File: src/rtl/tree_route_pkg.sv
package tree_route_pkg;

  localparam int NODES     = 16;
  localparam int ID_W      = $clog2(NODES);
  localparam int ROOT      = 0;
  localparam int MAX_DEPTH = 3;
  localparam int MAX_KIDS  = 3;
  localparam int DIG_W     = $clog2(MAX_KIDS + 1);
  localparam int ADDR_W    = MAX_DEPTH * DIG_W;
  localparam int MAX_SC    = 2;
  localparam int SC_EDGES  = 8;

  localparam int PORT_LOCAL  = 0;
  localparam int PORT_PARENT = 1;
  localparam int PORT_CHILD0 = 2;
  localparam int PORT_SC0    = PORT_CHILD0 + MAX_KIDS;
  localparam int NUM_PORTS   = PORT_SC0 + MAX_SC;
  localparam int PORT_W      = $clog2(NUM_PORTS);

  localparam logic PH_UP   = 1'b0;
  localparam logic PH_DOWN = 1'b1;

  typedef enum logic [2:0] {
    LK_LOCAL     = 3'd0,
    LK_TREE_UP   = 3'd1,
    LK_TREE_DOWN = 3'd2,
    LK_WIRE      = 3'd3,
    LK_RADIO     = 3'd4
  } link_kind_e;

  typedef logic [NODES-1:0][PORT_W-1:0] up_tbl_t;
  typedef logic [MAX_SC-1:0][2:0]       sc_kind_t;

  // breadth-first tree; the root points at itself
  localparam int PARENT [NODES] = '{0, 0, 0, 0, 1, 1, 2, 2, 3, 3, 4, 4, 6, 6, 8, 8};

  localparam int SC_A     [SC_EDGES] = '{5, 10, 11, 13, 4, 4, 2, 1};
  localparam int SC_B     [SC_EDGES] = '{7,  9, 12,  3, 9, 15, 14, 6};
  localparam bit SC_RADIO [SC_EDGES] = '{0,  0,  0,  0, 0, 1, 1, 1};

  function automatic int depth_of(int n);
    int d;
    int cur;
    d   = 0;
    cur = n;
    for (int k = 0; k < NODES; k++) begin
      if (cur != ROOT) begin
        d++;
        cur = PARENT[cur];
      end
    end
    return d;
  endfunction

  function automatic int kid_rank(int n);
    int r;
    r = 1;
    for (int m = 0; m < NODES; m++)
      if (m != ROOT && m < n && PARENT[m] == PARENT[n]) r++;
    return r;
  endfunction

  function automatic logic [ADDR_W-1:0] addr_of(int n);
    logic [ADDR_W-1:0] a;
    int cur;
    int d;
    a   = '0;
    cur = n;
    d   = depth_of(n);
    for (int l = MAX_DEPTH; l >= 1; l--) begin
      if (l <= d) begin
        a[(MAX_DEPTH-l)*DIG_W +: DIG_W] = DIG_W'(kid_rank(cur));
        cur = PARENT[cur];
      end
    end
    return a;
  endfunction

  function automatic logic [ADDR_W-1:0] prefix_mask(int d);
    logic [ADDR_W-1:0] m;
    m = '0;
    for (int l = 1; l <= MAX_DEPTH; l++)
      if (l <= d) m[(MAX_DEPTH-l)*DIG_W +: DIG_W] = '1;
    return m;
  endfunction

  function automatic bit in_subtree(int top, int n);
    bit hit;
    int cur;
    hit = 1'b0;
    cur = n;
    for (int k = 0; k <= NODES; k++) begin
      if (cur == top) hit = 1'b1;
      cur = PARENT[cur];
    end
    return hit;
  endfunction

  function automatic int sc_nbr(int n, int slot);
    int nb;
    int cnt;
    nb  = -1;
    cnt = 0;
    for (int e = 0; e < SC_EDGES; e++) begin
      if (SC_A[e] == n || SC_B[e] == n) begin
        if (cnt == slot) nb = (SC_A[e] == n) ? SC_B[e] : SC_A[e];
        cnt++;
      end
    end
    return nb;
  endfunction

  function automatic sc_kind_t sc_kinds(int n);
    sc_kind_t k;
    int cnt;
    k   = '0;
    cnt = 0;
    for (int e = 0; e < SC_EDGES; e++) begin
      if ((SC_A[e] == n || SC_B[e] == n) && cnt < MAX_SC) begin
        k[cnt] = SC_RADIO[e] ? LK_RADIO : LK_WIRE;
        cnt++;
      end
    end
    return k;
  endfunction

  // climbing choice per destination: deepest shortcut whose subtree holds it, else parent
  function automatic up_tbl_t build_up_tbl(int n);
    up_tbl_t t;
    int best;
    int port;
    int nb;
    for (int d = 0; d < NODES; d++) begin
      best = -1;
      port = PORT_PARENT;
      for (int s = 0; s < MAX_SC; s++) begin
        nb = sc_nbr(n, s);
        if (nb >= 0 && in_subtree(nb, d) && depth_of(nb) > best) begin
          best = depth_of(nb);
          port = PORT_SC0 + s;
        end
      end
      t[d] = PORT_W'(port);
    end
    return t;
  endfunction

endpackage

File: src/rtl/tr_addr_decode.sv
module tr_addr_decode
  import tree_route_pkg::*;
(
  input  logic [ADDR_W-1:0] addr_i,
  output logic              hit_o,
  output logic [ID_W-1:0]   id_o
);

  logic [NODES-1:0] match;

  for (genvar n = 0; n < NODES; n++) begin : g_cmp
    localparam logic [ADDR_W-1:0] NODE_ADDR = addr_of(n);
    assign match[n] = (addr_i == NODE_ADDR);
  end

  always_comb begin
    id_o = '0;
    for (int n = 0; n < NODES; n++)
      if (match[n]) id_o = ID_W'(n);
  end

  assign hit_o = |match;

endmodule

File: src/rtl/tr_down_pick.sv
module tr_down_pick
  import tree_route_pkg::*;
#(
  parameter int NODE_ID = 0
) (
  input  logic [ADDR_W-1:0] dst_i,
  output logic              at_self_o,
  output logic              in_sub_o,
  output logic [PORT_W-1:0] port_o
);

  localparam int                DEPTH = depth_of(NODE_ID);
  localparam logic [ADDR_W-1:0] SELF  = addr_of(NODE_ID);
  localparam logic [ADDR_W-1:0] MASK  = prefix_mask(DEPTH);

  assign at_self_o = (dst_i == SELF);
  assign in_sub_o  = ((dst_i ^ SELF) & MASK) == '0;

  if (DEPTH < MAX_DEPTH) begin : g_inner
    logic [DIG_W-1:0] dig;
    assign dig    = dst_i[(MAX_DEPTH-DEPTH-1)*DIG_W +: DIG_W];
    assign port_o = PORT_W'(PORT_CHILD0) + PORT_W'(dig) - PORT_W'(1);
  end else begin : g_leaf
    assign port_o = PORT_W'(PORT_LOCAL);
  end

endmodule

File: src/rtl/tr_up_pick.sv
module tr_up_pick
  import tree_route_pkg::*;
#(
  parameter int      NODE_ID = 0,
  parameter up_tbl_t UP_TBL  = build_up_tbl(NODE_ID)
) (
  input  logic [ID_W-1:0]   dst_id_i,
  output logic [PORT_W-1:0] port_o,
  output link_kind_e        kind_o
);

  localparam sc_kind_t SC_KIND = sc_kinds(NODE_ID);

  always_comb begin
    port_o = UP_TBL[dst_id_i];
    kind_o = LK_TREE_UP;
    for (int s = 0; s < MAX_SC; s++)
      if (port_o == PORT_W'(PORT_SC0 + s)) kind_o = link_kind_e'(SC_KIND[s]);
  end

endmodule

File: src/rtl/tree_route_unit.sv
module tree_route_unit
  import tree_route_pkg::*;
#(
  parameter int      NODE_ID = 0,
  parameter up_tbl_t UP_TBL  = build_up_tbl(NODE_ID)
) (
  input  logic              clk_i,
  input  logic              rst_ni,
  input  logic              valid_i,
  input  logic              phase_i,
  input  logic [ADDR_W-1:0] dst_addr_i,
  output logic              valid_o,
  output logic [PORT_W-1:0] port_o,
  output logic [2:0]        kind_o,
  output logic              phase_o,
  output logic              err_o
);

  logic              hit;
  logic [ID_W-1:0]   dst_id;
  logic              at_self;
  logic              in_sub;
  logic [PORT_W-1:0] down_port;
  logic [PORT_W-1:0] up_port;
  link_kind_e        up_kind;

  logic [PORT_W-1:0] nxt_port;
  link_kind_e        nxt_kind;
  logic              nxt_phase;
  logic              nxt_err;

  tr_addr_decode u_decode (
    .addr_i (dst_addr_i),
    .hit_o  (hit),
    .id_o   (dst_id)
  );

  tr_down_pick #(.NODE_ID(NODE_ID)) u_down (
    .dst_i     (dst_addr_i),
    .at_self_o (at_self),
    .in_sub_o  (in_sub),
    .port_o    (down_port)
  );

  tr_up_pick #(.NODE_ID(NODE_ID), .UP_TBL(UP_TBL)) u_up (
    .dst_id_i (dst_id),
    .port_o   (up_port),
    .kind_o   (up_kind)
  );

  always_comb begin
    nxt_port  = PORT_W'(PORT_LOCAL);
    nxt_kind  = LK_LOCAL;
    nxt_phase = phase_i;
    nxt_err   = 1'b0;
    if (!hit) begin
      nxt_err = 1'b1;
    end else if (at_self) begin
      nxt_port = PORT_W'(PORT_LOCAL);
    end else if (in_sub) begin
      nxt_port  = down_port;
      nxt_kind  = LK_TREE_DOWN;
      nxt_phase = PH_DOWN;
    end else if (phase_i == PH_DOWN) begin
      // climbing after a descent is never allowed
      nxt_err = 1'b1;
    end else begin
      nxt_port  = up_port;
      nxt_kind  = up_kind;
      nxt_phase = PH_UP;
    end
  end

  always_ff @(posedge clk_i or negedge rst_ni) begin
    if (!rst_ni) begin
      valid_o <= 1'b0;
      port_o  <= '0;
      kind_o  <= LK_LOCAL;
      phase_o <= PH_UP;
      err_o   <= 1'b0;
    end else begin
      valid_o <= valid_i;
      if (valid_i) begin
        port_o  <= nxt_port;
        kind_o  <= nxt_kind;
        phase_o <= nxt_phase;
        err_o   <= nxt_err;
      end
    end
  end

endmodule

File: config.mk
export PLATFORM = sky130hd
export DESIGN_NAME = tree_route_unit
export DESIGN_NICKNAME = d
export VERILOG_FILES = /design/src/rtl/tree_route_pkg.sv /design/src/rtl/tr_addr_decode.sv /design/src/rtl/tr_down_pick.sv /design/src/rtl/tr_up_pick.sv /design/src/rtl/tree_route_unit.sv
export SDC_FILE = /design/constraint.sdc
export NUM_CORES = 1
export LEC_CHECK = 0
export ABC_AREA = 1
export BUFFER_PORTS_ARGS = -buffer_cell sky130_fd_sc_hd__buf_2
export CORE_MARGIN = 4
export CORE_UTILIZATION = 47
export DETAILED_ROUTE_END_ITERATION = 10
export PLACE_DENSITY = 0.74
export SETUP_SLACK_MARGIN = 0.2
export SYNTH_ARGS = -nofsm -noshare
export SYNTH_HDL_FRONTEND = slang
export SYNTH_HIERARCHICAL = 1
export SYNTH_SLANG_ARGS = --single-unit
File: constraint.sdc
create_clock -name clk_i -period 0.8 [get_ports clk_i]
set_input_delay 0.04 -clock clk_i [delete_from_list [all_inputs] [get_ports clk_i]]
set_output_delay 0.04 -clock clk_i [all_outputs]
set_load 0.01 [all_outputs]
==> impl_metrics.env, run 1 <==
export IMPL_report_final_slew_viol_count=0
export IMPL_numPlacedInstances=139
export IMPL_synth_area_um2=703
export IMPL_setup_viol=10
export IMPL_finalWorstSetupSlack_ns=-0.0305
export IMPL_cts_buffer_depth=2
export IMPL_critical_path_arrival_ns=0.79
export IMPL_antenna_found_initial=0
export IMPL_cts_hold_fix_buffers=1
export IMPL_postLayoutCellArea_um2=967
export IMPL_die_height_um=46.7
export IMPL_root_buffer="sky130_fd_sc_hd__clkbuf_4"
export IMPL_placement_rows=13
export IMPL_route_final_wire_length_um=1360
export IMPL_hold_worst_slack_ns=-0.0126
export IMPL_failing_checks="negative hold slack, negative setup slack"
export IMPL_pre_cts_slack_ns=-0.313
export IMPL_placedInstanceArea_um2=815
export IMPL_critical_path_class="reg -> out"
export IMPL_floorplan_die_area_um2=2180
export IMPL_gp_congestion=0.794
export IMPL_cpMaxStageDelayCell="sky130_fd_sc_hd__dfrtp_1"
export IMPL_floorplan_core_area_um2=1350
export IMPL_wire_length_of_the_first_global_routing_pass_um=2090
export IMPL_layout_drive_gt1_share_pct=43.3
export IMPL_timing_critical_path_from="kind_o[0]"
export IMPL_number_of_global_route_vias_before_repair=556
export IMPL_timing_rr_start="kind_o[1]"
export IMPL_critical_path_endpoint_type="output port"
export IMPL_io_buffer_count=18
export IMPL_detail_route_drc_violations=0
export IMPL_clk_pin_slew_ns=0.07
export IMPL_critPathTopFamily="flip-flops"
export IMPL_fin_worst_skew_ns=0
export IMPL_wl_per_cell_um=9.11
export IMPL_route_antenna_remaining_nets=0
export IMPL_period_needed_ns=0.830
export IMPL_timing_critical_path_from_type="register"
export IMPL_ys_warnings_count=6
export IMPL_timing_reg2reg_worst_path_depth=3
export IMPL_netlist_instances=106
export IMPL_crit_path_max_incr_delay_ns=0.39
export IMPL_crit_path_max_fanout=2
export IMPL_finish_net_count=147
export IMPL_firstDrtPassIters=4
export IMPL_cts_htree_levels=1
export IMPL_power_total_w=0.00118
export IMPL_rsz_0062_raised_after_global_routing="true"
export IMPL_p_per_area_nw_per_um2=1220
export IMPL_num_vias=680
export IMPL_instances_no_fill=149
export IMPL_run_status="complete, but fails checks"
export IMPL_total_half_perimeter_wirelength_after_legalization_and_detailed_placement_um=1090
export IMPL_drt_iter0_markers=8
export IMPL_tritoncts="yes"
export IMPL_worstSetupPathDepth=1
export IMPL_die_w_um=46.7
export IMPL_critical_path_cell_chain="buf_2"
export IMPL_max_cap_violations=0
export IMPL_ioPinCount=19
export IMPL_vdd_ir_drop_worst_v=0.000542
export IMPL_globalRoute_totalOverflow=0
export IMPL_layout_area_overhead_vs_synth_pct=37.5
export IMPL_hp_class="in -> reg"
export IMPL_timing_critical_path_buf_inv=1
export IMPL_maxClockFrequency_mhz=1200
export IMPL_global_route_total_usage_across_every_layer_pct=13.9
export IMPL_n_antenna_cell=0
export IMPL_initial_core_util_pct=52.1
export IMPL_grt_start_max_net_pins=10
export IMPL_post_drt_via_cell_ratio=4.56
export IMPL_leakagePower_nw=0.559
export IMPL_final_hold_violation_count=1
export IMPL_syn_mean_instance_area_um2=6.63
export IMPL_cts_sinks=9
export IMPL_hold_crit_start="valid_i"
export IMPL_min_path_cells=1
export IMPL_cts_inserted_buffers=3
export IMPL_clock_latency_ns=0.25
export IMPL_nFillCells=115
export IMPL_crit_required_ns=0.76
export IMPL_final_worst_path_period_share_pct=104
==> state kept, by name, summed over array words and instances, names as in the netlist <==
name,flops
err_o,1
phase_o,1
port_o,3
valid_o,1
kind_o,3
==> report_power, final <==
part / switching, W / leakage (nW) / internal, W / total [W]
Clock: 0.000158 / 0.0177 / 0.000184 / 0.000341
Sequential: 0.0000131 / 0.116 / 0.000485 / 0.000498
Combinational: 0.000187 / 0.425 / 0.000156 / 0.000344
Total: 0.000358 / 0.559 / 0.000825 / 0.00118
==> what timing repair did <==
item                                    in CTS  in global routing
buffers inserted                             5                  0
endpoints found under the hold margin       10                  1
endpoints found under the setup margin      15                 17
pin swaps                                    8                  7
gates resized for setup                     18                  6
==> cell type report <==
type | instances | area [um2] | share of cell area, %
repair buffers | 27 | 201 | 20.8
inverters | 18 | 75.1 | 7.76
well taps | 15 | 18.8 | 1.94
clock buffers | 3 | 22.5 | 2.33
clock inverters | 1 | 5.00 | 0.517
flip-flops and latches | 9 | 225 | 23.3
multi-input cells | 76 | 419 | 43.3
==> per-stage QoR <==
| step | setup TNS [ns] | utilization [%] | hold WS [ns] |
|---|---|---|---|
| 4_1_cts | -0.131 | 69.6 | -0.0228 |
| 6_report | -0.168 | 71.6 | -0.0126 |
| 5_1_grt | -0.859 | 71.6 | -0.0235 |
| 3_5_place_dp | -1.70 | 60.3 | -0.103 |
| 2_1_floorplan | -0.137 | - | -0.256 |
| 3_3_place_gp | -1.49 | 60.3 | -0.107 |
==> worst reg2reg max path, cell delays in order (launching register included) <==
cell and delay [ns]:
sky130_fd_sc_hd__dfrtp_1 0.38, sky130_fd_sc_hd__buf_4 0.13, sky130_fd_sc_hd__nand2_1 0.06, sky130_fd_sc_hd__o21ai_2 0.05
==> cells in the final DEF (no fill, tap or decap) <==
master / count
sky130_fd_sc_hd__nand2_1: 34
sky130_fd_sc_hd__buf_2: 12
sky130_fd_sc_hd__inv_1: 10
sky130_fd_sc_hd__buf_4: 10
sky130_fd_sc_hd__dfrtp_1: 9
sky130_fd_sc_hd__inv_2: 7
sky130_fd_sc_hd__conb_1: 7
sky130_fd_sc_hd__nor2_4: 6
sky130_fd_sc_hd__nor2_1: 5
sky130_fd_sc_hd__nand2_2: 5
sky130_fd_sc_hd__nand3_1: 5
sky130_fd_sc_hd__nor2_2: 4
sky130_fd_sc_hd__clkbuf_4: 3
sky130_fd_sc_hd__buf_8: 3
sky130_fd_sc_hd__ha_1: 2
sky130_fd_sc_hd__nand3_2: 1
sky130_fd_sc_hd__a21oi_2: 1
sky130_fd_sc_hd__a21oi_1: 1
sky130_fd_sc_hd__o21ai_2: 1
sky130_fd_sc_hd__clkinv_2: 1
sky130_fd_sc_hd__dlygate4sd3_1: 1
sky130_fd_sc_hd__buf_6: 1
sky130_fd_sc_hd__inv_8: 1
sky130_fd_sc_hd__a2bb2oi_2: 1
sky130_fd_sc_hd__a22oi_2: 1
sky130_fd_sc_hd__and3_1: 1
sky130_fd_sc_hd__nand4_1: 1
==> layer usage <==
metal | vias up | wire [um] | track usage (%) | part of all wire [%]
met3 | 4 | 79 | 1.17 | 5.8
li1 | 358 | - | - | -
met4 | 0 | 46 | 11.6 | 3.4
met5 | - | 0 | 0 | 0
met2 | 21 | 616 | 21.7 | 45
met1 | 297 | 615 | 17.1 | 45
==> final timing paths <==
| kind | slack, ns | endpoint |
|---|---|---|
| max | -0.03 | kind_o[0] |
| min | -0.01 | valid_o |
| max reg2reg | 0.08 | kind_o[1] |
| min reg2reg | 0.47 | kind_o[2] |
| max in group asynchronous | 0.47 | err_o |
| min in group asynchronous | 0.15 | kind_o[2] |
Note: power is estimated with default switching activity, not from simulation.
==> inputs of run 2 (changes only) <==
--- a/config.mk
+++ b/config.mk
@@ -10,7 +10,7 @@
 export CORE_MARGIN = 4
 export CORE_UTILIZATION = 47
 export DETAILED_ROUTE_END_ITERATION = 10
-export PLACE_DENSITY = 0.74
+export PLACE_DENSITY = 0.8
 export SETUP_SLACK_MARGIN = 0.2
 export SYNTH_ARGS = -nofsm -noshare
 export SYNTH_HDL_FRONTEND = slang
==> run 2 against run 1 <==
  * The run ends with negative setup slack left
  * Setup slack worse by 0.032 ns
  * Via count unchanged
  * Fmax down 3.7%
  * Clock skew unchanged
  * Routed wire length up 3.7%
  * Hold slack better by 0.13 ns
  * Cell area down 1.7%
  * Register-to-register slack worse by 0.03 ns
  * Combinational power about the same
  * Non-clock buffer count unchanged
  * First-iteration DRC count up 50%
  * Core utilization down 1.2 points
  * Largest power group unchanged
==> impl_metrics.env, run 2 (synthesized netlist as in run 1, its figures left out) <==
export IMPL_run_status="complete, but fails checks"
export IMPL_failing_checks="negative setup slack"
export IMPL_final_util_pct=70.4
export IMPL_critical_path_arrival_ns=1.06
export IMPL_crit_path_max_fanout=5
export IMPL_die_w_um=46.7
export IMPL_cts_buffer_depth=2
export IMPL_final_worst_path_period_share_pct=108
export IMPL_setup_viol=13
export IMPL_ioPinCount=19
export IMPL_num_vias=680
export IMPL_pre_cts_slack_ns=-0.372
export IMPL_min_path_cells=3
export IMPL_gp_congestion=0.803
export IMPL_antenna_found_initial=0
export IMPL_vdd_ir_drop_worst_v=0.000511
export IMPL_layout_commonest_cell="sky130_fd_sc_hd__nand2_1"
export IMPL_hold_worst_slack_ns=0.118
export IMPL_cts_sinks=9
export IMPL_n_antenna_cell=0
export IMPL_floorplan_die_area_um2=2180
export IMPL_post_drt_via_cell_ratio=4.56
export IMPL_root_buffer="sky130_fd_sc_hd__clkbuf_4"
export IMPL_p_per_area_nw_per_um2=1250
export IMPL_fin_worst_skew_ns=0
export IMPL_wl_per_cell_um=9.44
export IMPL_timing_reg2reg_worst_path_depth=3
export IMPL_rsz_0062_raised_after_global_routing="true"
export IMPL_max_cap_violations=0
export IMPL_hp_class="in -> reg"
export IMPL_grt_start_max_net_pins=10
export IMPL_firstDrtPassIters=4
export IMPL_floorplan_core_area_um2=1350
export IMPL_total_half_perimeter_wirelength_after_legalization_and_detailed_placement_um=1130
export IMPL_clock_latency_ns=0.25
export IMPL_layout_drive_gt1_share_pct=40.3
export IMPL_drt_iter0_markers=12
export IMPL_layout_area_overhead_vs_synth_pct=35.2
export IMPL_finalWorstSetupSlack_ns=-0.0622
export IMPL_initial_core_util_pct=52.1
export IMPL_tritoncts="yes"
export IMPL_cts_inserted_buffers=3
export IMPL_critical_path_class="in -> reg"
export IMPL_nFillCells=113
export IMPL_die_height_um=46.7
export IMPL_leakagePower_nw=0.549
export IMPL_wire_length_of_the_first_global_routing_pass_um=2260
export IMPL_placement_rows=13
export IMPL_globalRoute_totalOverflow=0
export IMPL_clk_pin_slew_ns=0.06
export IMPL_timing_critical_path_from_type="primary input"
export IMPL_route_final_wire_length_um=1410
export IMPL_final_hold_violation_count=0
export IMPL_cts_htree_levels=1
export IMPL_number_of_global_route_vias_before_repair=593
export IMPL_report_final_slew_viol_count=0
export IMPL_route_antenna_remaining_nets=0
export IMPL_final_cell_mix="sky130_fd_sc_hd__nand2_1 (34), sky130_fd_sc_hd__buf_2 (11), sky130_fd_sc_hd__buf_4 (10)"
export IMPL_finish_net_count=147
export IMPL_maxClockFrequency_mhz=1160
export IMPL_global_route_total_usage_across_every_layer_pct=14.9
export IMPL_crit_required_ns=1.00
export IMPL_period_needed_ns=0.862
export IMPL_io_buffer_count=18
export IMPL_top_regs="kind_o: 3 flops, port_o: 3 flops"
export IMPL_detail_route_drc_violations=0
export IMPL_critical_path_endpoint_type="register"
[run 2: power by group]
group / switching [W] / total (W) / internal (W)
combinational: 0.000187 / 0.000346 / 0.000159
clock: 0.000153 / 0.000344 / 0.000192
sequential: 0.0000144 / 0.000500 / 0.000485
total: 0.000354 / 0.00119 / 0.000837
[run 2: layout make-up]
type | count | area [um2] | area share, %
clock buffers | 4 | 26.3 | 2.76
well taps | 15 | 18.8 | 1.97
repair buffers | 27 | 199 | 20.9
inverters | 18 | 75.1 | 7.89
multi-input cells | 76 | 407 | 42.8
flip-flops and latches | 9 | 225 | 23.7
[run 2: final timing paths]
check | endpoint | start | slack, ns
max in group asynchronous | valid_o | rst_ni | 0.46
worst max-delay path | port_o[1] | dst_addr_i[2] | -0.06
worst max register to register | kind_o[1] | kind_o[1] | 0.05
worst min-delay path | kind_o[1] | valid_i | 0.12
min in group asynchronous | port_o[1] | rst_ni | 0.15
worst min register to register | kind_o[0] | kind_o[0] | 0.46
[run 2: critical path, cell delays in order]
cell and delay [ns]:
sky130_fd_sc_hd__buf_8 0.09, sky130_fd_sc_hd__inv_8 0.03, sky130_fd_sc_hd__nor2_4 0.15, sky130_fd_sc_hd__nand2_2 0.09, sky130_fd_sc_hd__inv_2 0.06, sky130_fd_sc_hd__nand2_2 0.03, sky130_fd_sc_hd__nand4_1 0.07, sky130_fd_sc_hd__nor2_1 0.05
sky130_fd_sc_hd__nand2_1 0.10, sky130_fd_sc_hd__nand2_2 0.09, sky130_fd_sc_hd__nor2_4 0.15, sky130_fd_sc_hd__nand2_2 0.07, sky130_fd_sc_hd__nand2_1 0.06
[run 2: through the flow]
stage	TNS [ns]	total power, W	instances	instance area, um2
floorplan	-0.137	0.000685	110	736
global route	-0.982	0.00125	149	951
global placement	-1.53	0.000766	138	807
detailed placement	-1.86	0.000777	138	807
CTS	-0.299	0.00119	149	938
finish	-0.316	0.00119	149	951
[run 2: repair_timing]
item | 4_1_cts | 5_1_grt
hold endpoints to repair | 10 | 0
buffers inserted | 5 | 0
hold buffers | 2 | 0
gates resized for setup | 15 | 5
pin swaps | 11 | 3
setup endpoints to repair | 15 | 17
[run 2: layer usage]
layer  part of all wire [%]  GRT usage (%)  routed length (um)
met3                    7.5           1.56                 106
met4                    1.4           11.6                  19
met1                     40           16.4                 559
met2                     51           25.5                 721
met5                      0              0                   0
==> inputs of run 3 (changes only) <==
--- a/config.mk
+++ b/config.mk
@@ -5,12 +5,11 @@
 export SDC_FILE = /design/constraint.sdc
 export NUM_CORES = 1
 export LEC_CHECK = 0
-export ABC_AREA = 1
 export BUFFER_PORTS_ARGS = -buffer_cell sky130_fd_sc_hd__buf_2
 export CORE_MARGIN = 4
-export CORE_UTILIZATION = 47
+export CORE_UTILIZATION = 45
 export DETAILED_ROUTE_END_ITERATION = 10
-export PLACE_DENSITY = 0.8
+export PLACE_DENSITY = 0.79
 export SETUP_SLACK_MARGIN = 0.2
 export SYNTH_ARGS = -nofsm -noshare
 export SYNTH_HDL_FRONTEND = slang
==> constraint.sdc (replaced) <==
create_clock -name clk_i -period 0.8 [get_ports clk_i]
set_input_delay 0.16 -clock clk_i [delete_from_list [all_inputs] [get_ports clk_i]]
set_output_delay 0.16 -clock clk_i [all_outputs]
set_load 0.01 [all_outputs]
==> run 3 against run 2 <==
  * The flow still finishes with violations (negative setup slack)
  * Final cell count is 31% lower
  * Flip-flop and latch count stayed put
  * Fmax is 16% lower
  * Largest power group unchanged
  * Routed wire length is 19% lower
  * Synthesized area is 21% lower
  * Non-clock buffer count is 8 higher
  * Clock power hardly changed
  * Sequential share of layout area is 4.1 points higher
==> impl_metrics.env, run 3 <==
export IMPL_run_status="complete, but fails checks"
export IMPL_failing_checks="negative setup slack"
export IMPL_wl_per_cell_um=11.1
export IMPL_timing_rr_start="phase_o"
export IMPL_clk_pin_slew_ns=0.06
export IMPL_timing_critical_path_from_type="primary input"
export IMPL_route_final_wire_length_um=1140
export IMPL_area_occupied_by_multi_input_gates_um2=292
export IMPL_instances_no_fill=103
export IMPL_rsz_0062_raised_after_global_routing="true"
export IMPL_netlist_instances=58
export IMPL_finish_net_count=102
export IMPL_cts_htree_levels=1
export IMPL_final_hold_violation_count=0
export IMPL_final_util_pct=72.1
export IMPL_setup_viol=15
export IMPL_syn_mean_instance_area_um2=9.54
export IMPL_ioPinCount=19
export IMPL_clock_latency_ns=0.26
export IMPL_final_worst_path_period_share_pct=129
export IMPL_top_usage_layer="met2"
export IMPL_synth_area_um2=553
export IMPL_top_regs="kind_o: 3 flops, port_o: 3 flops"
export IMPL_gp_congestion=0.741
export IMPL_maxClockFrequency_mhz=969
export IMPL_groute_layer_met2_usage_pct=21.6
export IMPL_p_per_area_nw_per_um2=1410
export IMPL_cts_buffer_depth=2
export IMPL_route_antenna_remaining_nets=0
export IMPL_regArea_um2=225
export IMPL_crit_required_ns=0.95
export IMPL_firstDrtPassIters=4
export IMPL_initial_core_util_pct=49.1
export IMPL_leakagePower_nw=0.431
export IMPL_crit_path_max_fanout=4
export IMPL_period_needed_ns=1.03
export IMPL_cts_inserted_buffers=3
export IMPL_antenna_found_initial=0
export IMPL_globalRoute_totalOverflow=0
export IMPL_layout_drive_gt1_share_pct=56.2
export IMPL_critical_path_arrival_ns=1.18
export IMPL_report_final_slew_viol_count=0
export IMPL_fin_worst_skew_ns=0
export IMPL_nFillCells=86
export IMPL_finalWorstSetupSlack_ns=-0.232
export IMPL_timing_reg2reg_worst_path_depth=2
export IMPL_max_cap_violations=0
export IMPL_global_route_usage_met1_pct=14.9
export IMPL_grtUsageMet3_pct=6.36
export IMPL_ys_warnings_count=6
export IMPL_vdd_ir_drop_worst_v=0.00128
export IMPL_post_drt_via_cell_ratio=4.82
export IMPL_placement_rows=12
export IMPL_critical_path_endpoint_type="register"
export IMPL_critical_path_class="in -> reg"
export IMPL_io_buffer_count=18
export IMPL_total_half_perimeter_wirelength_after_legalization_and_detailed_placement_um=799
export IMPL_crit_reg_reg_endpoint="phase_o"
export IMPL_pre_cts_slack_ns=-0.528
export IMPL_drt_iter0_markers=11
export IMPL_hp_class="in -> reg"
export IMPL_tritoncts="yes"
export IMPL_min_path_cells=1
export IMPL_timing_reg2reg_setup_slack_ns=-0.11
export IMPL_detail_route_drc_violations=0
export IMPL_die_w_um=43.1
export IMPL_layout_area_overhead_vs_synth_pct=46.8
export IMPL_timing_critical_path_from="dst_addr_i[2]"
export IMPL_num_vias=496
export IMPL_endpoint="phase_o"
export IMPL_global_route_total_usage_across_every_layer_pct=13.1
export IMPL_floorplan_die_area_um2=1850
export IMPL_numPlacedInstances=90
export IMPL_grt_start_max_net_pins=10
export IMPL_final_cell_mix="sky130_fd_sc_hd__buf_4 (16), sky130_fd_sc_hd__buf_2 (16), sky130_fd_sc_hd__dfrtp_1 (9)"
export IMPL_floorplan_core_area_um2=1130
export IMPL_number_of_global_route_vias_before_repair=442
export IMPL_cts_sinks=9
export IMPL_root_buffer="sky130_fd_sc_hd__clkbuf_4"
export IMPL_wire_length_of_the_first_global_routing_pass_um=1810
export IMPL_die_height_um=43.1
export IMPL_n_antenna_cell=0
## run 3: worst min-delay path by stage
| stage | slack (ns) | endpoint | from |
|---|---|---|---|
| global route | 0.05 | valid_o | valid_i |
| floorplan | -0.14 | err_o | rst_ni |
| detailed placement | 0.02 | phase_o | rst_ni |
| CTS | 0.05 | valid_o | valid_i |
| finish | 0.05 | valid_o | valid_i |
| global placement | 0.02 | phase_o | rst_ni |
## run 3: cell type report
class / instances / area share [%]
Multi-Input combinational cell: 37 / 35.9
Timing Repair Buffer: 35 / 29.1
Sequential cell: 9 / 27.7
Clock buffer: 4 / 3.24
Tap cell: 14 / 2.16
Inverter: 4 / 1.85
## run 3: routing by layer
metal	up-vias	wire length (um)	part of all wire (%)
li1	247	-	-
met1	232	488	43
met2	15	570	50
met3	2	79	6.9
met4	0	6	0.52
met5	-	0	0
## run 3: where the power goes
| group | leakage (nW) | switching, W | internal, W |
|---|---|---|---|
| Combinational | 0.300 | 0.000139 | 0.000166 |
| Sequential | 0.115 | 0.0000142 | 0.000486 |
| Clock | 0.0150 | 0.000150 | 0.000192 |
## run 3: timing repair
action	CTS	global route
cloned	0	0
pin swaps	6	4
setup buffers	7	1
setup endpoints to repair	17	17
hold buffers	1	0
hold endpoints to repair	9	0
gates resized for setup	8	4
## run 3: through the flow
step,area [um2],power [W],setup TNS (ns),hold slack [ns]
after detailed placement,663,0.000733,-2.79,0.0194
after global routing,812,0.00123,-2.96,0.0511
after floorplan,582,0.000661,-2.23,-0.136
after CTS,786,0.00114,-2.23,0.0504
final,812,0.00115,-2.24,0.0537
after global placement,663,0.000728,-2.68,0.0166
## run 3: worst max-delay path, stage by stage
cell and delay, ns:
sky130_fd_sc_hd__buf_8 0.10, sky130_fd_sc_hd__nor2b_4 0.12, sky130_fd_sc_hd__nor2_2 0.10, sky130_fd_sc_hd__o22ai_2 0.07
sky130_fd_sc_hd__a22o_1 0.21, sky130_fd_sc_hd__nand2_2 0.09, sky130_fd_sc_hd__nor2_2 0.04, sky130_fd_sc_hd__a221o_1 0.28
